**config.mk**
```make
export PLATFORM = sky130hd
export DESIGN_NAME = sbp_prefetch
export DESIGN_NICKNAME = d
export VERILOG_FILES = /design/src/rtl/sbp_pkg.sv /design/src/rtl/sbp_tag_fifo.sv /design/src/rtl/sbp_stream_buf.sv /design/src/rtl/sbp_prefetch.sv
export SDC_FILE = /design/constraint.sdc
export NUM_CORES = 1
export LEC_CHECK = 0
export ABC_AREA = 1
export BUFFER_PORTS_ARGS = -buffer_cell sky130_fd_sc_hd__buf_4
export CELL_PAD_IN_SITES_DETAIL_PLACEMENT = 0
export CELL_PAD_IN_SITES_GLOBAL_PLACEMENT = 2
export CORE_UTILIZATION = 30
export DETAILED_ROUTE_END_ITERATION = 10
export PLACE_DENSITY_LB_ADDON = 0.1
export SLEW_MARGIN = 0
export SYNTH_ARGS = -nofsm -noshare
export SYNTH_HDL_FRONTEND = slang
export SYNTH_SLANG_ARGS = --single-unit
```
**constraint.sdc**
```tcl
create_clock -name clk -period 2.4 [get_ports clk]
set_input_delay 0.36 -clock clk [delete_from_list [all_inputs] [get_ports clk]]
set_output_delay 0.36 -clock clk [all_outputs]
set_load 0.005 [all_outputs]
```
**src/rtl/sbp_pkg.sv**
```systemverilog
package sbp_pkg;
   // Marks each memory request so its in-order response can be routed.
   typedef enum logic {
      TAG_DEMAND   = 1'b0,
      TAG_PREFETCH = 1'b1
   } sbp_tag_e;
endpackage

```
**src/rtl/sbp_tag_fifo.sv**
```systemverilog
module sbp_tag_fifo
   import sbp_pkg::*;
#(
   parameter int DEPTH = 2
) (
   input  logic     clk,
   input  logic     rst_n,
   input  logic     push,
   input  sbp_tag_e push_tag,
   input  logic     pop,
   output sbp_tag_e head_tag,
   output logic     full,
   output logic     empty
);
   localparam int PW = (DEPTH > 1) ? $clog2(DEPTH) : 1;
   localparam int CW = PW + 1;

   generate
      if (DEPTH < 2 || (DEPTH & (DEPTH - 1)) != 0) begin : g_bad_depth
         $error("sbp_tag_fifo: DEPTH must be a power of two, at least 2");
      end
   endgenerate

   sbp_tag_e         slots [DEPTH];
   logic [PW-1:0]    wr_ptr, rd_ptr;
   logic [CW-1:0]    count;

   assign full     = (count == CW'(DEPTH));
   assign empty    = (count == '0);
   assign head_tag = slots[rd_ptr];

   always_ff @(posedge clk) begin
      if (!rst_n) begin
         wr_ptr <= '0;
         rd_ptr <= '0;
         count  <= '0;
      end else begin
         if (push) begin
            slots[wr_ptr] <= push_tag;
            wr_ptr        <= wr_ptr + 1'b1;
         end
         if (pop) rd_ptr <= rd_ptr + 1'b1;
         count <= count + CW'(push) - CW'(pop);
      end
   end
endmodule

```
**src/rtl/sbp_stream_buf.sv**
```systemverilog
module sbp_stream_buf #(
   parameter int AW = 16,
   parameter int BW = 64
) (
   input  logic          clk,
   input  logic          rst_n,
   input  logic          load,
   input  logic [AW-1:0] load_addr,
   input  logic [BW-1:0] load_data,
   input  logic          clear,
   input  logic [AW-1:0] look_addr,
   output logic          hit,
   output logic [BW-1:0] data
);
   logic          held;
   logic [AW-1:0] held_addr;

   assign hit = held && (held_addr == look_addr);

   always_ff @(posedge clk) begin
      if (!rst_n) begin
         held      <= 1'b0;
         held_addr <= '0;
         data      <= '0;
      end else if (clear) begin
         held <= 1'b0;
      end else if (load) begin
         held      <= 1'b1;
         held_addr <= load_addr;
         data      <= load_data;
      end
   end
endmodule

```
**src/rtl/sbp_prefetch.sv**
```systemverilog
module sbp_prefetch
   import sbp_pkg::*;
#(
   parameter int AW = 16,
   parameter int BW = 64
) (
   input  logic          clk,
   input  logic          rst_n,
   input  logic          miss_valid,
   input  logic [AW-1:0] miss_addr,
   output logic          miss_ready,
   output logic          fill_valid,
   output logic [AW-1:0] fill_addr,
   output logic [BW-1:0] fill_data,
   output logic          mem_req_valid,
   output logic [AW-1:0] mem_req_addr,
   input  logic          mem_req_ready,
   input  logic          mem_rsp_valid,
   input  logic [BW-1:0] mem_rsp_data
);
   // At most one demand and one prefetch can be outstanding together.
   localparam int OUTSTANDING = 2;

   generate
      if (AW < 1 || BW < 1) begin : g_bad_width
         $error("sbp_prefetch: AW and BW must be positive");
      end
   endgenerate

   logic          dem_req, dem_wait, pf_to_cache;
   logic          pf_want, pf_inflight, pf_live;
   logic [AW-1:0] cur_addr, pf_next, pf_fly;

   logic          busy, accept, acc_sb, acc_fly, acc_new;
   logic          pf_issue, req_fire, rsp_dem, rsp_pf, pf_direct;
   logic          sb_hit, sb_load, sb_clear;
   logic [BW-1:0] sb_data;
   logic          tf_push, tf_full, tf_empty;
   sbp_tag_e      tf_head;

   assign busy       = dem_req | dem_wait | pf_to_cache;
   assign miss_ready = !busy;
   assign accept     = miss_valid & !busy;
   assign acc_sb     = accept & sb_hit;
   assign acc_fly    = accept & !sb_hit & pf_inflight & pf_live & (miss_addr == pf_fly);
   assign acc_new    = accept & !sb_hit & !acc_fly;

   // Demand first; a waiting prefetch steps aside for a miss being accepted.
   assign pf_issue      = pf_want & !pf_inflight & !dem_req & !accept;
   assign mem_req_valid = dem_req | pf_issue;
   assign mem_req_addr  = dem_req ? cur_addr : pf_next;
   assign req_fire      = mem_req_valid & mem_req_ready;
   assign tf_push       = req_fire;

   assign rsp_dem   = mem_rsp_valid & (tf_head == TAG_DEMAND);
   assign rsp_pf    = mem_rsp_valid & (tf_head == TAG_PREFETCH);
   assign pf_direct = rsp_pf & pf_live & (pf_to_cache | acc_fly);
   assign sb_load   = rsp_pf & pf_live & !pf_direct;
   assign sb_clear  = acc_sb | acc_new;

   sbp_tag_fifo #(.DEPTH(OUTSTANDING)) u_tags (
      .clk      (clk),
      .rst_n    (rst_n),
      .push     (tf_push),
      .push_tag (dem_req ? TAG_DEMAND : TAG_PREFETCH),
      .pop      (mem_rsp_valid),
      .head_tag (tf_head),
      .full     (tf_full),
      .empty    (tf_empty)
   );

   sbp_stream_buf #(.AW(AW), .BW(BW)) u_sbuf (
      .clk       (clk),
      .rst_n     (rst_n),
      .load      (sb_load),
      .load_addr (pf_fly),
      .load_data (mem_rsp_data),
      .clear     (sb_clear),
      .look_addr (miss_addr),
      .hit       (sb_hit),
      .data      (sb_data)
   );

   always_ff @(posedge clk) begin
      if (!rst_n) begin
         dem_req     <= 1'b0;
         dem_wait    <= 1'b0;
         pf_to_cache <= 1'b0;
         pf_want     <= 1'b0;
         pf_inflight <= 1'b0;
         pf_live     <= 1'b0;
         cur_addr    <= '0;
         pf_next     <= '0;
         pf_fly      <= '0;
         fill_valid  <= 1'b0;
         fill_addr   <= '0;
         fill_data   <= '0;
      end else begin
         fill_valid <= 1'b0;
         if (acc_sb) begin
            fill_valid <= 1'b1;
            fill_addr  <= miss_addr;
            fill_data  <= sb_data;
            pf_want    <= 1'b1;
            pf_next    <= miss_addr + 1'b1;
         end
         if (rsp_dem) begin
            fill_valid <= 1'b1;
            fill_addr  <= cur_addr;
            fill_data  <= mem_rsp_data;
            dem_wait   <= 1'b0;
         end
         if (pf_direct) begin
            fill_valid  <= 1'b1;
            fill_addr   <= pf_fly;
            fill_data   <= mem_rsp_data;
            pf_to_cache <= 1'b0;
            pf_want     <= 1'b1;
            pf_next     <= pf_fly + 1'b1;
         end
         if (req_fire && dem_req) begin
            dem_req  <= 1'b0;
            dem_wait <= 1'b1;
         end
         if (req_fire && !dem_req) begin
            pf_inflight <= 1'b1;
            pf_live     <= 1'b1;
            pf_fly      <= pf_next;
            pf_want     <= 1'b0;
         end
         if (rsp_pf) pf_inflight <= 1'b0;
         if (acc_fly && !rsp_pf) pf_to_cache <= 1'b1;
         if (acc_new) begin
            cur_addr <= miss_addr;
            dem_req  <= 1'b1;
            pf_want  <= 1'b1;
            pf_next  <= miss_addr + 1'b1;
            pf_live  <= 1'b0;
         end
      end
   end
endmodule

```
==> results of run 1 <==
sequential cells by signal, summed over array words and instances, names as in the netlist, named ones only:
name,count
u_sbuf.held,1
pf_want,1
u_tags.rd_ptr,1
fill_valid,1
dem_req,1
pf_inflight,1
u_tags.wr_ptr,1
fill_addr,16
pf_next,16
pf_to_cache,1
cur_addr,16
u_tags.slots,2
u_sbuf.data,64
u_sbuf.held_addr,16
pf_live,1
dem_wait,1
fill_data,64
pf_fly,16
worst max-delay path, stage by stage (launching register included):
cell        delay, ns
dfxtp_1          0.42
clkinvlp_4       0.26
buf_12           0.23
o21ai_0          0.26
buf_4            0.16
per-layer routing:
metal  routed length [µm]  vias up  GRT usage
met4                  774        2    0.05598
met2                20230      207     0.3674
li1                     -     6190          -
met3                 1841       52    0.02667
met5                   13        -          0
met1                19420     5602     0.2731
layout by cell type (no fill, tap or decap), types with 12 or more instances in the layout:
master	count
inv_1	267
nand2_1	396
clkbuf_8	12
nand4_1	85
buf_4	236
o21ai_0	110
nor2_1	322
buf_12	19
dfxtp_1	217
clkbuf_16	30
xor2_1	27
inv_2	17
a21oi_1	39
nand3_1	223
area by class of cell:
type                    count  area [µm²]
clock buffers              42       894.6
inverters                 288        1089
fillers                  4346       23440
well taps                 518       648.1
flip-flops and latches    221        4447
diodes                      1       2.502
clock inverters            11       158.9
multi-input cells        1244        5663
repair buffers            258        2216
kinds of logic after synthesis:
| family | share of synthesized area |
|---|---|
| AO/OA/AOI/OAI | 0.07189 |
| flip-flops | 0.3794 |
| XOR/XNOR | 0.02318 |
| adder cells (fa/ha/maj) | 0.002136 |
| buffers and inverters | 0.1422 |
| AND/OR/NAND/NOR | 0.3812 |
worst max path at each step:
| stage | startpoint | end | slack [ns] | cells past startpoint |
|---|---|---|---|---|
| floorplan | miss_addr[9] | fill_data[56] | 0.44 | 18 |
| global placement | miss_addr[4] | fill_addr[11] | -0.10 | 13 |
| detailed placement | miss_addr[8] | fill_addr[11] | -0.06 | 13 |
| CTS | dem_req | mem_req_addr[4] | 0.02 | 4 |
| global route | pf_fly[0] | pf_next[12] | 0.003 | 13 |
| finish | dem_req | mem_req_addr[4] | 0.15 | 4 |
synthesized netlist by cell type, drive strengths merged (3+ instances only):
library cell  instances  area [µm²]
nand2               403        1538
o21ai               120       604.3
clkinv                3       12.51
dfxtp               219        4384
buf                  63       337.8
nor3                  5       25.02
xnor2                 4       35.03
nand4                85       531.8
clkbuf               65       245.2
xor2                 27       236.5
nor2                328        1239
inv                 285        1070
nand3               225        1131
a21oi                39       195.2
report_power, final:
part	internal, mW	leakage [nW]	switching, mW
registers	3.87	1.80	0.122
clock network	2.99	0.529	1.76
logic	0.631	4.82	0.912
repair_timing:
action                                  in CTS  in global routing
endpoints found under the setup margin       2                 61
pin swaps                                    0                  0
gates resized for setup                      2                 14
cloned                                       0                  1
==> out/metrics.yaml, run 1 <==
min_from: "mem_rsp_data[41]"
grt_pass1_wl_um: 65870
grt_use_total: 0.2113
max_cap_violations: 0
ys_warn_count: 0
drv_slew: 0
async_flop_share: 0
maxSlewHeadroom: 0.6045
rsz0062_at_grt: "false"
wirelength_um: 42280
peakVddDrop_mv: 0.5490
end_kind: "primary output"
cts_sinks: 221
r2r_slack_ns: 0.21
worstPathArrival_ns: 1.89
synth-edff-count: 2
worst_setup_path_start_kind: "register"
nNetsFinal: 2129
outcome: "completed"
worst-path-max-fanout: 27
cts.clk_slew.worst_paths_ns: 0.06
core.rowCount: 72
fin_area_um2: 15120
dp.cells: 2528
cts_tree: "done"
syn2layout_area_growth_pct: 29.08
dp_slack_ns: -0.06227
clk_latency_ns: 0.56
die_h_um: 199.6
final_cells: 2583
synth_flop_cell: "dfxtp_1"
leakagePower_nw: 7.157
hold_depth: 5
floorplan.core_area_um2: 38560
min_to: "fill_data[41]"
ys_seq_elements: 221
cts_buffer_depth: 3
drtAntennaViolNets: 0
drive_above_1_share: 0.1691
gp_congestion: 0.8403
finalPower_mw: 10.29
drt_iter0_drc: 580
ys_types: 32
grt_max_degree: 98
htree_levels: 1
cts-root-buf: "clkbuf_16"
setup_violations: 0
hold_violations: 0
skew_ns: 0.01493
synth_nets: 1968
critPathRequiredTime_ns: 2.04
route.detailed.drc: 0
hp-class: "input pin to register"
r2r-end: "fill_addr[8]"
dpl.hpwl_um: 27390
synth_cells: 1881
ioPinCount: 184
numCtsBuffers: 29
worstReg2RegStart: "pf_fly[8]"
io_buffers: 183
final_util: 0.3921
worst_pin_slew_ns: 0.5932
routedWlPerCell_um: 16.37
dieArea_um2: 39840
grt_pass1_vias: 11730
vias: 12050
syn_avg_cell_area_um2: 6.227
vias_per_cell: 4.666
worstRegToRegCells: 12
fmax_mhz: 445.0
place_area_um2: 14000
antenna_found_initial: 1
period_share: 0.9364
grt-ovfl-total: 0
fin_ws_ns: 0.1526
dr.pass1.iters: 5
postCtsSetupRepairBufs: 0
whs_ns: 0.09164
worstSetupPathType: "register to primary output"
synthesis.area_um2: 11710
die_width_um: 199.6
initial_core_util: 0.3038
cellPowerDensity_nw_per_um2: 680.3
synth-seq-area-share: 0.3794
period_needed_ns: 2.247
finalSetupTns_ns: 0
postCtsHoldBufs: 0
Power figures use the tool's default switching activity.
==> inputs of run 2 (changes only) <==
==> constraint.sdc (replaced) <==
create_clock -name clk -period 2.4 [get_ports clk]
set_input_delay 0.24 -clock clk [delete_from_list [all_inputs] [get_ports clk]]
set_output_delay 0.24 -clock clk [all_outputs]
set_load 0.005 [all_outputs]
==> out/metrics.yaml, run 2 (same netlist as run 1, synthesis figures left out) <==
outcome: "completed"  # unchanged
multi_input_area_um2: 5704  # was 5663 µm²
grt_use_total: 0.2107  # was 0.2113
drive_above_1_share: 0.1613  # was 0.1691
rsz0062_at_grt: "true"  # was false
route.detailed.drc: 0  # unchanged
worstSetupPathType: "register to register"  # was register to primary output
wirelength_um: 43040  # was 42280 µm
floorplan.core_area_um2: 38560  # unchanged
setup_violations: 0  # unchanged
worst_pin_slew_ns: 0.6140  # was 0.5932 ns
mostFrequentLayoutCells: "nand2_1, nor2_1, inv_1"  # unchanged
io_buffers: 183  # unchanged
vias: 12310  # was 12050
drv_slew: 0  # unchanged
end_kind: "register"  # was primary output
cts-root-buf: "clkbuf_16"  # unchanged
dr.pass1.iters: 5  # unchanged
die_h_um: 199.6  # unchanged
cts_tree: "done"  # unchanged
die_width_um: 199.6  # unchanged
syn2layout_area_growth_pct: 34.65  # was 29.08%
dp.cells: 2516  # was 2528
final_common_cell: "nand2_1"  # unchanged
maxSlewHeadroom: 0.5907  # was 0.6045
hold_violations: 0  # unchanged
dp_slack_ns: -0.02232  # was -0.06227 ns
n_fill_cell: 4281  # was 4346
leakagePower_nw: 7.430  # was 7.157 nW
top_regs: "fill_data (64), u_sbuf.data (64)"  # unchanged
gp_congestion: 0.8254  # was 0.8403
critPathRequiredTime_ns: 2.91  # was 2.04 ns
cts_buffer_depth: 3  # unchanged
grt_pass1_vias: 11750  # was 11730
grt_max_degree: 109  # was 98
cellPowerDensity_nw_per_um2: 643.0  # was 680.3 nW/µm²
core.rowCount: 72  # unchanged
peakVddDrop_mv: 0.4880  # was 0.5490 mV
htree_levels: 1  # unchanged
worst_setup_path_start_kind: "register"  # unchanged
grt_pass1_wl_um: 65750  # was 65870 µm
whs_ns: 0.03012  # was 0.09164 ns
fin_area_um2: 15770  # was 15120 µm²
worstPathArrival_ns: 2.80  # was 1.89 ns
antenna_found_initial: 1  # unchanged
initial_core_util: 0.3038  # unchanged
dpl.hpwl_um: 26760  # was 27390 µm
drtAntennaViolNets: 0  # unchanged
ioPinCount: 184  # unchanged
place_area_um2: 13890  # was 14000 µm²
cts.clk_slew.worst_paths_ns: 0.06  # about the same
period_share: 0.9531  # was 0.9364
fmax_mhz: 437.1  # was 445.0 MHz
worst-path-max-fanout: 7  # was 27
fin_ws_ns: 0.1124  # was 0.1526 ns
routedWlPerCell_um: 16.27  # was 16.37 µm
final_cells: 2645  # was 2583
final_util: 0.4090  # was 0.3921
cts_sinks: 221  # unchanged
grt-ovfl-total: 0  # unchanged
clk_latency_ns: 0.57  # was 0.56 ns
max_cap_violations: 0  # unchanged
drt_iter0_drc: 624  # was 580
period_needed_ns: 2.288  # was 2.247 ns
seq_area_um2: 4447  # unchanged
hp-class: "input pin to register"  # unchanged
nNetsFinal: 2192  # was 2129
dieArea_um2: 39840  # unchanged
vias_per_cell: 4.656  # was 4.666
r2r_slack_ns: 0.11  # was 0.21 ns
skew_ns: 0.01879  # was 0.01493 ns
numCtsBuffers: 30  # was 29
## run 2: changes by cell type in the layout (fill, tap and decap cells not counted), moves of 4 or more
cell           change
buf_4             -10
clkbuf_8           -5
clkbuf_16          +4
dlygate4sd3_1     +66
clkbuf_1           +5
## run 2: report_power, final
group | switching (mW) | internal (mW) | total, mW
clock network | 1.75 | 2.76 | 4.52
logic | 0.933 | 0.704 | 1.64
registers | 0.116 | 3.87 | 3.99
total | 2.80 | 7.34 | 10.1
## run 2: what timing repair did
item,in CTS,in global routing
endpoints found under the setup margin,1,177
hold endpoints to repair,79,0
hold buffers,66,0
buffers inserted,0,4
gates resized for setup,1,18
gates cloned,0,5
pin swaps,0,3
## run 2: path summary, 6_finish.rpt
kind,start,endpoint,cells after the start
hold reg to reg,dem_wait,dem_wait,2
setup / recovery,pf_fly[11],fill_addr[9],17
hold / removal,miss_addr[0],cur_addr[0],3
setup reg to reg,pf_fly[11],fill_addr[9],17
## run 2: area by class of cell
type / count / share of cell area
multi-input combinational: 1246 / 0.3617
sequential: 221 / 0.2820
timing repair buffer: 318 / 0.1837
inverter: 288 / 0.06862
clock buffer: 44 / 0.05672
tap: 518 / 0.04109
clock inverter: 9 / 0.006029
antenna: 1 / 0.0001587
## run 2: critical path, stage by stage (launching register included)
cell and delay [ns]:
dfxtp_1 0.34, inv_2 0.09, nand2_1 0.07, nand2_1 0.05
inv_1 0.05, nand2_1 0.07, nor2_2 0.16, nand3_1 0.10
nor2_2 0.15, nand3_2 0.12, nand2_4 0.19, nand2_4 0.15
buf_12 0.18, buf_4 0.14, o21ai_0 0.14, buf_4 0.13
nor2_1 0.03, nor2_1 0.08
## run 2: through the flow
stage | power [mW] | setup TNS (ns)
global route | 10.64 | -0.6509
detailed placement | 5.619 | -0.02232
finish | 10.14 | 0
global placement | 5.616 | -0.006317
floorplan | 4.845 | 0
CTS | 10.28 | 0
## run 2: routing by layer
metal / part of all wire / vias to the layer above / track usage / routed length (µm)
met3: 0.038 / 57 / 0.03207 / 1654
met4: 0.019 / 2 / 0.04637 / 803
li1: - / 6316 / - / -
met1: 0.46 / 5733 / 0.2750 / 19680
met5: 0.00039 / - / 0 / 17
met2: 0.49 / 206 / 0.3633 / 20890
==> inputs of run 3 (changes only) <==
Settings changed: BUFFER_PORTS_ARGS -buffer_cell sky130_fd_sc_hd__buf_4 to default, CORE_UTILIZATION 30 to 34, DONT_BUFFER_PORTS from default to 1.
==> out/metrics.yaml, run 3 (same netlist as run 1, synthesis figures left out) <==
hold_depth: 2  # was 3
worstRegToRegCells: 15  # was 17
r2r_slack_ns: 0.21  # was 0.11 ns
grt_use_total: 0.2210  # was 0.2107
die_width_um: 187.6  # was 199.6 µm
wirelength_um: 40630  # was 43040 µm
hp-class: "input pin to register"  # unchanged
cts_sinks: 221  # unchanged
critPathRequiredTime_ns: 2.84  # was 2.91 ns
end_kind: "register"  # unchanged
grt_pass1_wl_um: 62540  # was 65750 µm
p_comb_frac: 0.125  # was 0.161
cts_tree: "done"  # unchanged
internal_power_mw: 7.057  # was 7.341 mW
path_buf_inv: 3  # was 5
top_regs: "fill_data (64), u_sbuf.data (64)"  # unchanged
syn2layout_area_growth_pct: 19.70  # was 34.65%
clk_latency_ns: 0.55  # was 0.57 ns
path_common_cell: "nor2_1"  # was nand2_1
cellPowerDensity_nw_per_um2: 685.9  # was 643.0 nW/µm²
switchingPower_mw: 2.559  # was 2.801 mW
initial_core_util: 0.3476  # was 0.3038
nNetsFinal: 1990  # was 2192
outcome: "finished, violations left"  # was completed
top_layer_used: "met4"  # was met5
wl_met3_um: 2024  # was 1654 µm
violations: "negative hold slack"
skew_ns: 0.009405  # was 0.01879 ns
setup_violations: 0  # unchanged
fin_ws_ns: 0.2105  # was 0.1124 ns
cts-root-buf: "clkbuf_16"  # unchanged
vias: 11530  # was 12310
cts.clk_slew.worst_paths_ns: 0.06  # about the same
drt-met1-wl_um: 18300  # was 19680 µm
dp_slack_ns: 0.07174  # was -0.02232 ns
maxSlewHeadroom: 0.6364  # was 0.5907
peakVddDrop_mv: 0.5378  # was 0.4880 mV
numCtsBuffers: 28  # was 30
grt_max_degree: 211  # was 109
hold_violations: 101  # was 0
gp_congestion: 0.8308  # was 0.8254
antenna_found_initial: 0  # was 1
finalPower_mw: 9.616  # was 10.14 mW
worstReg2RegStart: "pf_fly[9]"  # was pf_fly[11]
ioPinCount: 184  # unchanged
io_buffers: 0  # was 183
max_stage_delay_ns: 0.40  # was 0.34 ns
dpl.hpwl_um: 25090  # was 26760 µm
met2WireLength_um: 19580  # was 20890 µm
path_cells: "inv_1 -> nand2_1 -> nand4_1 -> nor2_1 -> nand3_1 -> nor2_2 -> nand3_2 -> nand2_4 -> nand2_8 -> buf_4 -> nand2_1 -> o21ai_1 -> buf_4 -> nor2_1 -> nor2_1"  # was inv_2 -> nand2_1 -> nand2_1 -> inv_1 -> nand2_1 -> nor2_2 -> nand3_1 -> nor2_2 -> nand3_2 -> nand2_4 -> nand2_4 -> buf_12 -> buf_4 -> o21ai_0 -> buf_4 -> nor2_1 -> nor2_1
mostFrequentLayoutCells: "nand2_1, nor2_1, inv_1"  # unchanged
worst_setup_path_start_kind: "register"  # unchanged
power_frac_clock: 0.458  # was 0.445
worst-path-max-fanout: 13  # was 7
grt-ovfl-total: 0  # unchanged
whs_ns: -0.1822  # was 0.03012 ns
drive_above_1_share: 0.07544  # was 0.1613
cts_buffer_depth: 3  # unchanged
final_common_cell: "nand2_1"  # unchanged
swShare: 0.2661  # was 0.2762
antenna_cells: 0  # was 1
period_needed_ns: 2.190  # was 2.288 ns
worstPathArrival_ns: 2.63  # was 2.80 ns
drt_iter0_drc: 637  # was 624
period_share: 0.9123  # was 0.9531
r2r-end: "fill_addr[9]"  # unchanged
dr.pass1.iters: 4  # was 5
vias_per_cell: 4.864  # was 4.656
floorplan.core_area_um2: 33700  # was 38560 µm²
leakagePower_nw: 6.354  # was 7.430 nW
min_to: "fill_data[60]"  # was cur_addr[0]
crit_slowest_cell: "dfxtp_1"  # unchanged
core.rowCount: 67  # was 72
worst_pin_slew_ns: 0.5448  # was 0.6140 ns
drv_slew: 0  # unchanged
max_cap_violations: 0  # unchanged
routedWlPerCell_um: 17.15  # was 16.27 µm
crit_family: "simple AND/OR/NAND/NOR gates"  # unchanged
grt_pass1_vias: 10910  # was 11750
min_from: "rst_n"  # was miss_addr[0]
final_util: 0.4160  # was 0.4090
drtAntennaViolNets: 0  # unchanged
worstSetupPathType: "register to register"  # unchanged
htree_levels: 1  # unchanged
route.detailed.drc: 0  # unchanged
dieArea_um2: 35200  # was 39840 µm²
seqPwrFrac: 0.417  # was 0.393
rsz0062_at_grt: "true"  # unchanged
die_h_um: 187.6  # was 199.6 µm
fmax_mhz: 456.7  # was 437.1 MHz
==> run 3: cell type report <==
type	count	area, µm²
flip-flops and latches	221	4444
repair buffers	119	1271
clock buffers	46	930.9
clock inverters	3	40.04
inverters	288	1084
fillers	3779	19680
well taps	448	560.5
multi-input cells	1245	5689
==> run 3: per-stage QoR <==
step | hold slack, ns | instances | instance area [µm²] | setup TNS (ns)
after global placement | 0.3620 | 2258 | 12310 | 0
after detailed placement | 0.3692 | 2258 | 12310 | 0
after global routing | -0.2144 | 2370 | 14020 | -0.03178
final | -0.1822 | 2370 | 14020 | 0
after CTS | -0.2161 | 2312 | 13330 | 0
after floorplan | 0.3942 | 1881 | 11710 | 0
==> run 3: worst max path at each step <==
stage | startpoint | to | slack (ns) | cells after the start
after floorplan | pf_fly[7] | fill_data[56] | 0.53 | 15
after global placement | pf_fly[0] | pf_next[15] | 0.08 | 10
after detailed placement | u_sbuf.held_addr[8] | u_sbuf.data[51] | 0.07 | 15
after CTS | u_sbuf.held_addr[8] | fill_data[42] | 0.07 | 15
after global routing | u_sbuf.held_addr[8] | u_sbuf.data[56] | -0.008 | 15
final | pf_fly[9] | fill_addr[9] | 0.21 | 15
==> run 3: timing repair <==
item | in CTS | in global routing
gates resized for setup | 0 | 18
hold endpoints to repair | 217 | 205
setup endpoints to repair | 0 | 153
buffers inserted | 0 | 3
hold buffers | 5 | 51
==> run 3: worst reg2reg max path, cell delays in order (launching register included) <==
cell and delay [ns]:
dfxtp_1 0.40, inv_1 0.08, nand2_1 0.10, nand4_1 0.10, nor2_1 0.14, nand3_1 0.10
nor2_2 0.14, nand3_2 0.10, nand2_4 0.14, nand2_8 0.17, buf_4 0.19, nand2_1 0.04
o21ai_1 0.11, buf_4 0.15, nor2_1 0.08, nor2_1 0.04
==> run 3: layer usage <==
metal	GRT usage	vias up
met3	0.04773	42
li1	-	5907
met2	0.3821	204
met1	0.2782	5374
met5	0	-
met4	0.05316	0
==> run 3: power groups by stage <==
stage               clock (mW)  sequential (mW)  combinational, mW
floorplan                    0             4.05              0.798
global placement             0             4.09               1.09
detailed placement           0             4.09               1.10
CTS                       4.55             4.01               1.11
global route              4.70             4.03               1.36
finish                    4.41             4.01               1.20
